<file path="src/rtl/sam_pkg.sv">
package sam_pkg;
    localparam int CODE_W = 7;
    localparam int WIDE_W = 10;
    localparam int MASK_W = 3;

    typedef enum logic [0:0] {
        ST_IDLE   = 1'b0,
        ST_TEN_LO = 1'b1
    } sam_state_e;

    typedef struct packed {
        sam_state_e          st;
        logic                ack_vld;
        logic                ack;
        logic                hit;
        logic [CODE_W-1:0]   code;
        logic                dir;
        logic [CODE_W-1:0]   hdr;
    } sam_regs_t;
endpackage

</file>
<file path="src/rtl/sam_cfg_hold.sv">
module sam_cfg_hold #(
    parameter int W = 8
) (
    input  logic         clk,
    input  logic         rst_n,
    input  logic         lock,
    input  logic [W-1:0] din,
    output logic [W-1:0] dout
);
    logic [W-1:0] val_d, val_q;

    always_comb begin
        val_d = lock ? val_q : din;
    end

    always_ff @(posedge clk or negedge rst_n) begin
        if (!rst_n) val_q <= '0;
        else        val_q <= val_d;
    end

    assign dout = val_q;
endmodule

</file>
<file path="src/rtl/sam_mask_cmp.sv">
module sam_mask_cmp #(
    parameter int AW = 7,
    parameter int MW = 3
) (
    input  logic [AW-1:0] addr,
    input  logic [AW-1:0] own,
    input  logic [MW-1:0] mask,
    output logic          match
);
    logic [AW-1:0] bit_ok;
    logic          reserved;
    logic          raw;

    for (genvar i = 0; i < AW; i++) begin : g_bit
        localparam logic [MW:0] IDX = (MW+1)'(i);
        always_comb begin
            if (IDX >= {1'b0, mask}) bit_ok[i] = (addr[i] == own[i]);
            else                      bit_ok[i] = 1'b1;
        end
    end

    always_comb begin
        raw      = &bit_ok;
        reserved = (addr[AW-1:AW-4] == 4'b0000) || (addr[AW-1:AW-4] == 4'b1111);
        match    = raw && !((mask != '0) && reserved);
    end
endmodule

</file>
<file path="src/rtl/sam_fixed_match.sv">
module sam_fixed_match #(
    parameter int            AW      = 7,
    parameter logic [AW-1:0] GC_CODE = 7'h00,
    parameter logic [AW-1:0] HOST    = 7'h08,
    parameter logic [AW-1:0] DFLT    = 7'h61,
    parameter logic [AW-1:0] ALRT    = 7'h0C
) (
    input  logic [AW-1:0] addr,
    input  logic          gc_en,
    input  logic          host_en,
    input  logic          dflt_en,
    input  logic          alert_en,
    output logic          match
);
    always_comb begin
        match = ((addr == GC_CODE) && gc_en)
             || ((addr == HOST)    && host_en)
             || ((addr == DFLT)    && dflt_en)
             || ((addr == ALRT)    && alert_en && !host_en);
    end
endmodule

</file>
<file path="src/rtl/slv_addr_decider.sv">
module slv_addr_decider
    import sam_pkg::*;
#(
    parameter int CW = CODE_W,
    parameter int WW = WIDE_W,
    parameter int MW = MASK_W
) (
    input  logic          clk,
    input  logic          rst_n,
    input  logic          byte_vld,
    input  logic [CW:0]   byte_data,
    input  logic          byte_first,
    input  logic [WW-1:0] oa1_val,
    input  logic          oa1_wide,
    input  logic          oa1_en,
    input  logic [CW-1:0] oa2_val,
    input  logic [MW-1:0] oa2_mask,
    input  logic          oa2_en,
    input  logic          gc_en,
    input  logic          host_en,
    input  logic          dflt_en,
    input  logic          alert_en,
    output logic          ack_vld,
    output logic          ack,
    output logic          hit,
    output logic [CW-1:0] code,
    output logic          dir
);
    localparam int HI_W = WW - CW - 1;
    localparam int PFX_W = CW - HI_W;
    localparam logic [PFX_W-1:0] TEN_PFX = '1 << 1;

    sam_regs_t r_d, r_q;

    logic [WW:0]      oa1_cfg;
    logic [CW+MW-1:0] oa2_cfg;
    logic [WW-1:0]    oa1_addr;
    logic             oa1_is_wide;
    logic [CW-1:0]    oa2_addr;
    logic [MW-1:0]    oa2_msk;

    sam_cfg_hold #(.W(WW+1)) u_oa1_hold (
        .clk  (clk),
        .rst_n(rst_n),
        .lock (oa1_en),
        .din  ({oa1_wide, oa1_val}),
        .dout (oa1_cfg)
    );

    sam_cfg_hold #(.W(CW+MW)) u_oa2_hold (
        .clk  (clk),
        .rst_n(rst_n),
        .lock (oa2_en),
        .din  ({oa2_mask, oa2_val}),
        .dout (oa2_cfg)
    );

    assign oa1_addr    = oa1_cfg[WW-1:0];
    assign oa1_is_wide = oa1_cfg[WW];
    assign oa2_addr    = oa2_cfg[CW-1:0];
    assign oa2_msk     = oa2_cfg[CW+MW-1:CW];

    logic [CW-1:0] rx_code;
    logic          rx_rw;
    logic          oa2_match, fixed_match;

    assign rx_code = byte_data[CW:1];
    assign rx_rw   = byte_data[0];

    sam_mask_cmp #(.AW(CW), .MW(MW)) u_oa2_cmp (
        .addr (rx_code),
        .own  (oa2_addr),
        .mask (oa2_msk),
        .match(oa2_match)
    );

    sam_fixed_match #(.AW(CW)) u_fixed (
        .addr    (rx_code),
        .gc_en   (gc_en),
        .host_en (host_en),
        .dflt_en (dflt_en),
        .alert_en(alert_en),
        .match   (fixed_match)
    );

    logic oa1_short_hit, ten_hdr_hit, ten_lo_hit, any_short;

    always_comb begin
        oa1_short_hit = oa1_en && !oa1_is_wide && (rx_code == oa1_addr[CW:1]);
        ten_hdr_hit   = oa1_en && oa1_is_wide && !rx_rw
                     && (rx_code == {TEN_PFX, oa1_addr[WW-1:CW+1]});
        ten_lo_hit    = oa1_en && oa1_is_wide && (byte_data == oa1_addr[CW:0]);
        any_short     = oa1_short_hit || (oa2_en && oa2_match) || fixed_match;
    end

    always_comb begin
        r_d         = r_q;
        r_d.ack_vld = 1'b0;
        r_d.hit     = 1'b0;
        if (byte_vld) begin
            if (!byte_first && (r_q.st == ST_TEN_LO)) begin
                r_d.st      = ST_IDLE;
                r_d.ack_vld = 1'b1;
                r_d.ack     = ten_lo_hit;
                if (ten_lo_hit) begin
                    r_d.hit  = 1'b1;
                    r_d.code = r_q.hdr;
                    r_d.dir  = 1'b0;
                end
            end else if (byte_first) begin
                r_d.st      = ST_IDLE;
                r_d.ack_vld = 1'b1;
                if (ten_hdr_hit) begin
                    r_d.ack = 1'b1;
                    r_d.st  = ST_TEN_LO;
                    r_d.hdr = rx_code;
                end else if (any_short) begin
                    r_d.ack  = 1'b1;
                    r_d.hit  = 1'b1;
                    r_d.code = rx_code;
                    r_d.dir  = rx_rw;
                end else begin
                    r_d.ack = 1'b0;
                end
            end
        end
    end

    always_ff @(posedge clk or negedge rst_n) begin
        if (!rst_n) r_q <= '0;
        else        r_q <= r_d;
    end

    assign ack_vld = r_q.ack_vld;
    assign ack     = r_q.ack_vld & r_q.ack;
    assign hit     = r_q.hit;
    assign code    = r_q.code;
    assign dir     = r_q.dir;
endmodule

</file>
<file path="config.mk">
export PLATFORM = sky130hd
export DESIGN_NAME = slv_addr_decider
export DESIGN_NICKNAME = d
export VERILOG_FILES = /design/src/rtl/sam_pkg.sv /design/src/rtl/sam_cfg_hold.sv /design/src/rtl/sam_mask_cmp.sv /design/src/rtl/sam_fixed_match.sv /design/src/rtl/slv_addr_decider.sv
export SDC_FILE = /design/constraint.sdc
export NUM_CORES = 1
export LEC_CHECK = 0
export BUFFER_PORTS_ARGS = -buffer_cell sky130_fd_sc_hd__buf_2
export CORE_MARGIN = 1
export CORE_UTILIZATION = 40
export CTS_CLUSTER_DIAMETER = 50
export CTS_CLUSTER_SIZE = 40
export DETAILED_ROUTE_END_ITERATION = 6
export GPL_TIMING_DRIVEN = 0
export PLACE_DENSITY = 0.59
export SYNTH_ARGS = -nofsm -noshare
export SYNTH_HDL_FRONTEND = slang
export SYNTH_SLANG_ARGS = --single-unit
</file>
<file path="constraint.sdc">
create_clock -name clk -period 2.5 [get_ports clk]
set_clock_uncertainty 0.15 [all_clocks]
set_input_delay 0 -clock clk [delete_from_list [all_inputs] [get_ports clk]]
set_output_delay 0 -clock clk [all_outputs]
set_load 0.01 [all_outputs]
</file>
-- Yosys cells after proc, flatten, opt, wreduce, memory -nomap -nowiden
Cells that the tools add are included.
- input port bits: 39
- output and inout port bits: 11
- bits in registers: 40
- word-level logic and storage cells: 87
- equality and inequality tests: 16
- muxes and demuxes: 18
- reduce and logical (&&, ||, !) cells: 35
- order comparisons: 7
- bitwise logic cells: 2
- operators by type and width (operator ; number):
    $mux W9 ; 3
    $mux W19 ; 1
    $mux W18 ; 1
    $logic_and A1 B1 Y1 ; 15
    $eq A7 B4 Y1 const B ; 2
    $eq A7 B7 Y1 ; 2
    $mux W7 ; 2
    $mux W12 ; 1
    $mux W1 ; 10
    $ge A3 B3 Y1 const A ; 3
    $eq A8 B8 Y1 ; 1
    $eq A1 B1 Y1 ; 7
    $eq A7 B7 Y1 const B ; 1
    $logic_not A7 Y1 ; 1
    $reduce_and A7 Y1 ; 1
    $ge A1 B3 Y1 const A ; 2
    $ge A2 B3 Y1 const A ; 2
    $logic_or A1 B1 Y1 ; 6
    $logic_not A1 Y1 ; 5
    $reduce_and A5 Y1 ; 1
    $eq A4 B4 Y1 const B ; 1
    $logic_not A4 Y1 ; 1
    $reduce_and A4 Y1 ; 1
    $reduce_bool A2 Y1 ; 2
    6 further kinds ; 6

-- Logic depth before layout (Yosys ltp)
- word-level depth: 13
- depth in mapped cells: 9
- gate-level depth less buffers: 6

-- By module
From an unflattened synthesis, not the netlist that was laid out.
- cell total of the unflattened synthesis: 171
- area, all modules: 2130.8 um2
- modules (own cells, without submodules) (module ; cells each ; area an instance (um2) ; times used ; seq. area each (um2)):
    slv_addr_decider ; 99 ; 1059.8 ; 1 ; 475.5
    sam_cfg_hold at u_oa1_hold ; 23 ; 447.9 ; 1 ; 275.3
    sam_cfg_hold at u_oa2_hold ; 21 ; 411.6 ; 1 ; 250.2
    sam_mask_cmp ; 19 ; 150.1 ; 1 ; 0.0
    sam_fixed_match ; 9 ; 61.3 ; 1 ; 0.0

-- Worst setup path after synthesis
OpenSTA, ideal clock, no wires.
- kind: reg-to-reg
- start point: register u_oa1_hold.val_q[8], in the netlist u_oa1_hold.dout[8]
- end point: register r_q, in the netlist hit
- required time: 2.226 ns
- cell stages (with the launch flop): 9
- slack: 0.425 ns
- library setup time: 0.124 ns
- arrival time: 1.801 ns
- cells stage by stage: dfrtp_1 > xor2_1 > or4_1 > nor3_2 > nor2b_1 > buf_6 > o21a_1 > buf_6 > or2_1
- RTL lines (element ; line ; text):
    start, declared ; sam_cfg_hold.sv:10 ; logic [W-1:0] val_d, val_q;
    start signal, assigned ; sam_cfg_hold.sv:18 ; else val_q <= val_d;
    end signal, assigned ; slv_addr_decider.sv:131 ; else r_q <= r_d;
    end, declared ; slv_addr_decider.sv:33 ; sam_regs_t r_d, r_q;

-- Worst setup path in the final report
- start point: input byte_data[3]
- end point: register r_q, in the netlist dir
- cells in the longest elaborated chain, start to end: 9
- elaborated cells on any way between the ends: 29
- those cells by class: 9 x eq/ne; 1 x mux; 19 x reduce/logical
- ends and longest elaborated chain (element ; line ; text):
    start, declared ; slv_addr_decider.sv:11 ; input logic [CW:0] byte_data,
    $eq A1 B1 Y1 ; sam_mask_cmp.sv:17 ; if (IDX >= {1'b0, mask}) bit_ok[i] = (addr[i] == own[i]);
    $mux W1 ; sam_mask_cmp.sv:17 ;
    $reduce_and A7 Y1 ; sam_mask_cmp.sv:23 ; raw = &bit_ok;
    $logic_and A1 B1 Y1 ; sam_mask_cmp.sv:25 ; match = raw && !((mask != '0) && reserved);
    $logic_and A1 B1 Y1 ; slv_addr_decider.sv:93 ; any_short = oa1_short_hit || (oa2_en && oa2_match) || fixed_match;
    $logic_or A1 B1 Y1 (2 in series) ; slv_addr_decider.sv:93 ;
    $reduce_bool A2 Y1 (no line) ; n/a ;
    $reduce_and A5 Y1 (no line) (*) ; n/a ;
Mark *: on every way between the ends. The rest lies on a longest branch, timed or not.
A chain may end at the register's enable or synchronous reset.

==> results by group <==
Status
  – Run status: complete, no violations

Power
  – Peak supply drop: 0.0003426 V
  – Leak pwr: 1.270 nW
  – Total power divided by cell area: between 600 and 700 nW/um^2

Yosys
  – Synthesized area: 2088 um^2
  – Flip-flop and latch count after synthesis: 40
  – Average size of a mapped cell: 11.29 um^2
  – Count of flip-flops with a built-in enable after synthesis: 0
  – Net Count, Synth: 224
  – Commonest register cell after synthesis: dfrtp_1
  – Compound-cell area share of the yosys netlist: 0.1342
  – Combinational family with the most area after synthesis: compound AO/OA/AOI/OAI gates
  – Simple-Gate Fraction of Synth Area: 0.1306
  – Post-synthesis async set-or-reset flop share: 1.000
  – Post-Synthesis Cells: between 150 and 200
  – Share of synthesized cell area in full adder, half adder and majority cells: 0
  – Multiplexer fraction of the synthesized cell area: 0.1186
  – Xor and xnor fraction of the mapped netlist area: 0.07130
  – Synthesis Warnings: 0
  – Netlist cell types: 37
  – Sequential area share after synthesis: 0.4793

Global route
  – GRT Residual Overflow: 0
  – Via count of the first global-routing pass: between 1500 and 2000
  – Initial antenna violation count: 0
  – Largest net degree at the start of global routing: 41
  – All-Layer GR Usage: 0.1847
  – First-pass GRT wire length: ~7500 um

Drt
  – Number of violations reported at the end of detailed-routing iteration 0: 46
  – Average wire length per cell after detail routing: 13.53 um
  – Final Routed Wirelength: 4533 um
  – Routed Antenna Nets: 0
  – Via count: roughly 1600
  – Total DRC errors in the routed layout: 0
  – Routed via count divided by cell count: 4.839
  – First-pass detailed-route iteration total: 4

Worst setup path
  – Combined buffer and inverter count along the critical path: 3
  – Kind of end point of the critical path: flop
  – Startpoint class of the critical path: input pin
  – Req. time, crit path: 2.52 ns
  – Crit path DAT: 2.37 ns
  – Setup CP Type: input pin to flop
  – CP max stage cell: a2111oi_4
  – Delay of the slowest critical-path stage: 0.63 ns
  – Max Fanout on Critical Path: 9
  – CP Cell Sequence: dlygate4sd3_1 > buf_2 > xor2_1 > a211oi_2 > o211ai_1 > a2111oi_4 > o21a_1 > buf_6 > o22ai_1
  – Critical path's top delay family: compound AO/OA/AOI/OAI gates

Layout
  – Antenna diode instance count: 0
  – Fraction of final layout cells sized beyond drive strength 1: 0.3545
  – Commonest cells after routing, fill and taps aside: buf_2, dfrtp_1, dlygate4sd3_1, nand2_1, mux2_2
  – Area grow syn2layout: 33.97%
  – Number of inserted filler cells in the final layout: 441
  – Area taken by flip-flops and latches: between 1000 and 1500 um^2
  – Multi-input gate area in the final layout: 949.7 um^2
  – Post-layout util: 0.5733
  – # nets final: just over 300
  – Most common library cell in the layout ignoring fill and taps: buf_2

Floorplanning
  – Die extent in x: 74.26 um
  – Number of cell rows: 25
  – Die height: 74.26 um
  – Number of top-level design ports: 50
  – Initial Util: 0.4279
  – Area of the die: 5514 um^2
  – Floorplan Core Area: 4880 um^2

CTS
  – Number of hold buffers added after CTS: 32
  – Cts repair resizes: 0
  – TritonCTS clock tree: done
  – Largest buffer count on any clock path: 2
  – Clock-pin transition on the worst setup and hold timing paths: about 0.070 ns
  – Buffer count from post-CTS setup fixing: 0
  – Number of buffers created by CTS: 5
  – Clock sink total: 40
  – Number of H-tree branching levels: 2
  – Clock root cell: clkbuf_8
  – Insertion delay of the later-clocked pin in the worst-skew pair: between 0.2 and 0.3 ns

STA
  – RSZ-0062 raised after global routing: no
  – Final hold violation count: 0
  – Maximum clock frequency: 426.3 MHz
  – Post-layout worst setup margin: 0.1540 ns
  – Total count of max-transition violations in the final report: 0
  – Worst-margin pin slew: 0.8835 ns
  – Endpoints failing setup: 0
  – Clock period minus worst slack: 2.346 ns
  – Final worst-path cycle share: 0.9384
  – Final Hold Slack: around 0.064 ns
  – Setup total negative slack: 0 ns
  – Max-slew headroom: 0.4110

Placement
  – Post-DP HPWL: 2939 um
  – Post-Place Setup Slack: roughly 0.21 ns
  – # port buffers: 43
  – Weighted congestion reported at the end of routability-driven placement: 0.7329

Job
  – Maximum capacitance violations: 0

Min path
  – Class of the tightest hold or removal check: input pin to flop
-- state kept, by name (all words and copies together), names as in the netlist --
name,count
ack_vld,1
code,7
dir,1
hit,1
r_q,9
u_oa1_hold.dout,11
u_oa2_hold.dout,10
-- per-stage QoR --
stage               power (mW)  area, um^2  instances
floorplan                1.098        2088        185
global placement         1.228        2387        295
detailed placement       1.233        2387        295
CTS                      1.719        2798        335
global route             1.809        2798        335
finish                   1.701        2798        335
-- cells by family after synthesis --
| family | after synthesis |
|---|---|
| and+or+nand+nor | 54 |
| xor gates and xnor gates | 17 |
| buffers and inverters | 21 |
| DFF | 40 |
| muxes | 22 |
| AOI/OAI and AO/OA | 31 |
-- where the power goes --
group          total (mW)  leakage, nW  internal, mW  switching [mW]
registers           0.799        0.500         0.741          0.0578
logic               0.460        0.724         0.269           0.190
clock network       0.443       0.0455         0.225           0.218
-- final cells by class --
type                            count  area share
Sequential cell                    40      0.3578
Timing Repair Buffer               75      0.1914
Clock buffer                        8     0.03220
Inverter                            3    0.004025
Tap cell                           67     0.02996
Buffer                             18     0.04517
Multi-Input combinational cell    124      0.3394
-- synth_stat cells (3+ instances only) --
| cell type | count | area share |
|---|---|---|
| buf_4 | 7 | 0.025 |
| o211ai_2 | 7 | 0.042 |
| nand2b_1 | 4 | 0.012 |
| mux2_2 | 22 | 0.12 |
| dfrtp_1 | 40 | 0.48 |
| xor2_1 | 7 | 0.029 |
| clkbuf_1 | 3 | 0.0054 |
| nand2_1 | 22 | 0.040 |
| nor2_1 | 5 | 0.0090 |
| nand3_1 | 4 | 0.0096 |
| xnor2_1 | 10 | 0.042 |
| and2_1 | 3 | 0.0090 |
| o21ai_0 | 4 | 0.0096 |
| inv_1 | 3 | 0.0054 |
| buf_6 | 4 | 0.022 |
| o211ai_1 | 8 | 0.029 |
| nand4_1 | 3 | 0.0090 |
| nor3_1 | 3 | 0.0072 |
-- path summary, 6_finish.rpt --
path / cells after the start / start / end / slack [ns]
max in group asynchronous: 2 / rst_n / u_oa2_hold.dout[8]$_DFFE_PN0N_ / 1.43
setup / recovery: 9 / byte_data[3] / dir$_DFFE_PN0P_ / 0.15
hold / removal: 3 / byte_data[2] / code[1]$_DFFE_PN0P_ / 0.06
min in group asynchronous: 2 / rst_n / dir$_DFFE_PN0P_ / 0.22
setup reg to reg: 7 / u_oa2_hold.dout[8]$_DFFE_PN0N_ / dir$_DFFE_PN0P_ / 0.18
hold reg to reg: 1 / r_q[3]$_DFFE_PN0P_ / r_q[3]$_DFFE_PN0P_ / 0.32
-- per-layer routing --
layer | share of wire | up-vias | track usage | wire length (um)
li1 | - | 809 | - | -
met1 | 0.47 | 769 | 0.2385 | 2129
met2 | 0.49 | 39 | 0.3071 | 2212
met3 | 0.033 | 4 | 0.04607 | 148
met4 | 0.0095 | 0 | 0.05660 | 43
met5 | 0 | - | 0 | 0
-- worst reg2reg max path, stage by stage, from the launching register on --
cell and delay, ns:
dfrtp_1 0.45, nand2_1 0.10, a211oi_2 0.26, o211ai_1 0.15
a2111oi_4 0.63, o21a_1 0.23, buf_6 0.15, o22ai_1 0.10
Power figures use the tool's default switching activity.
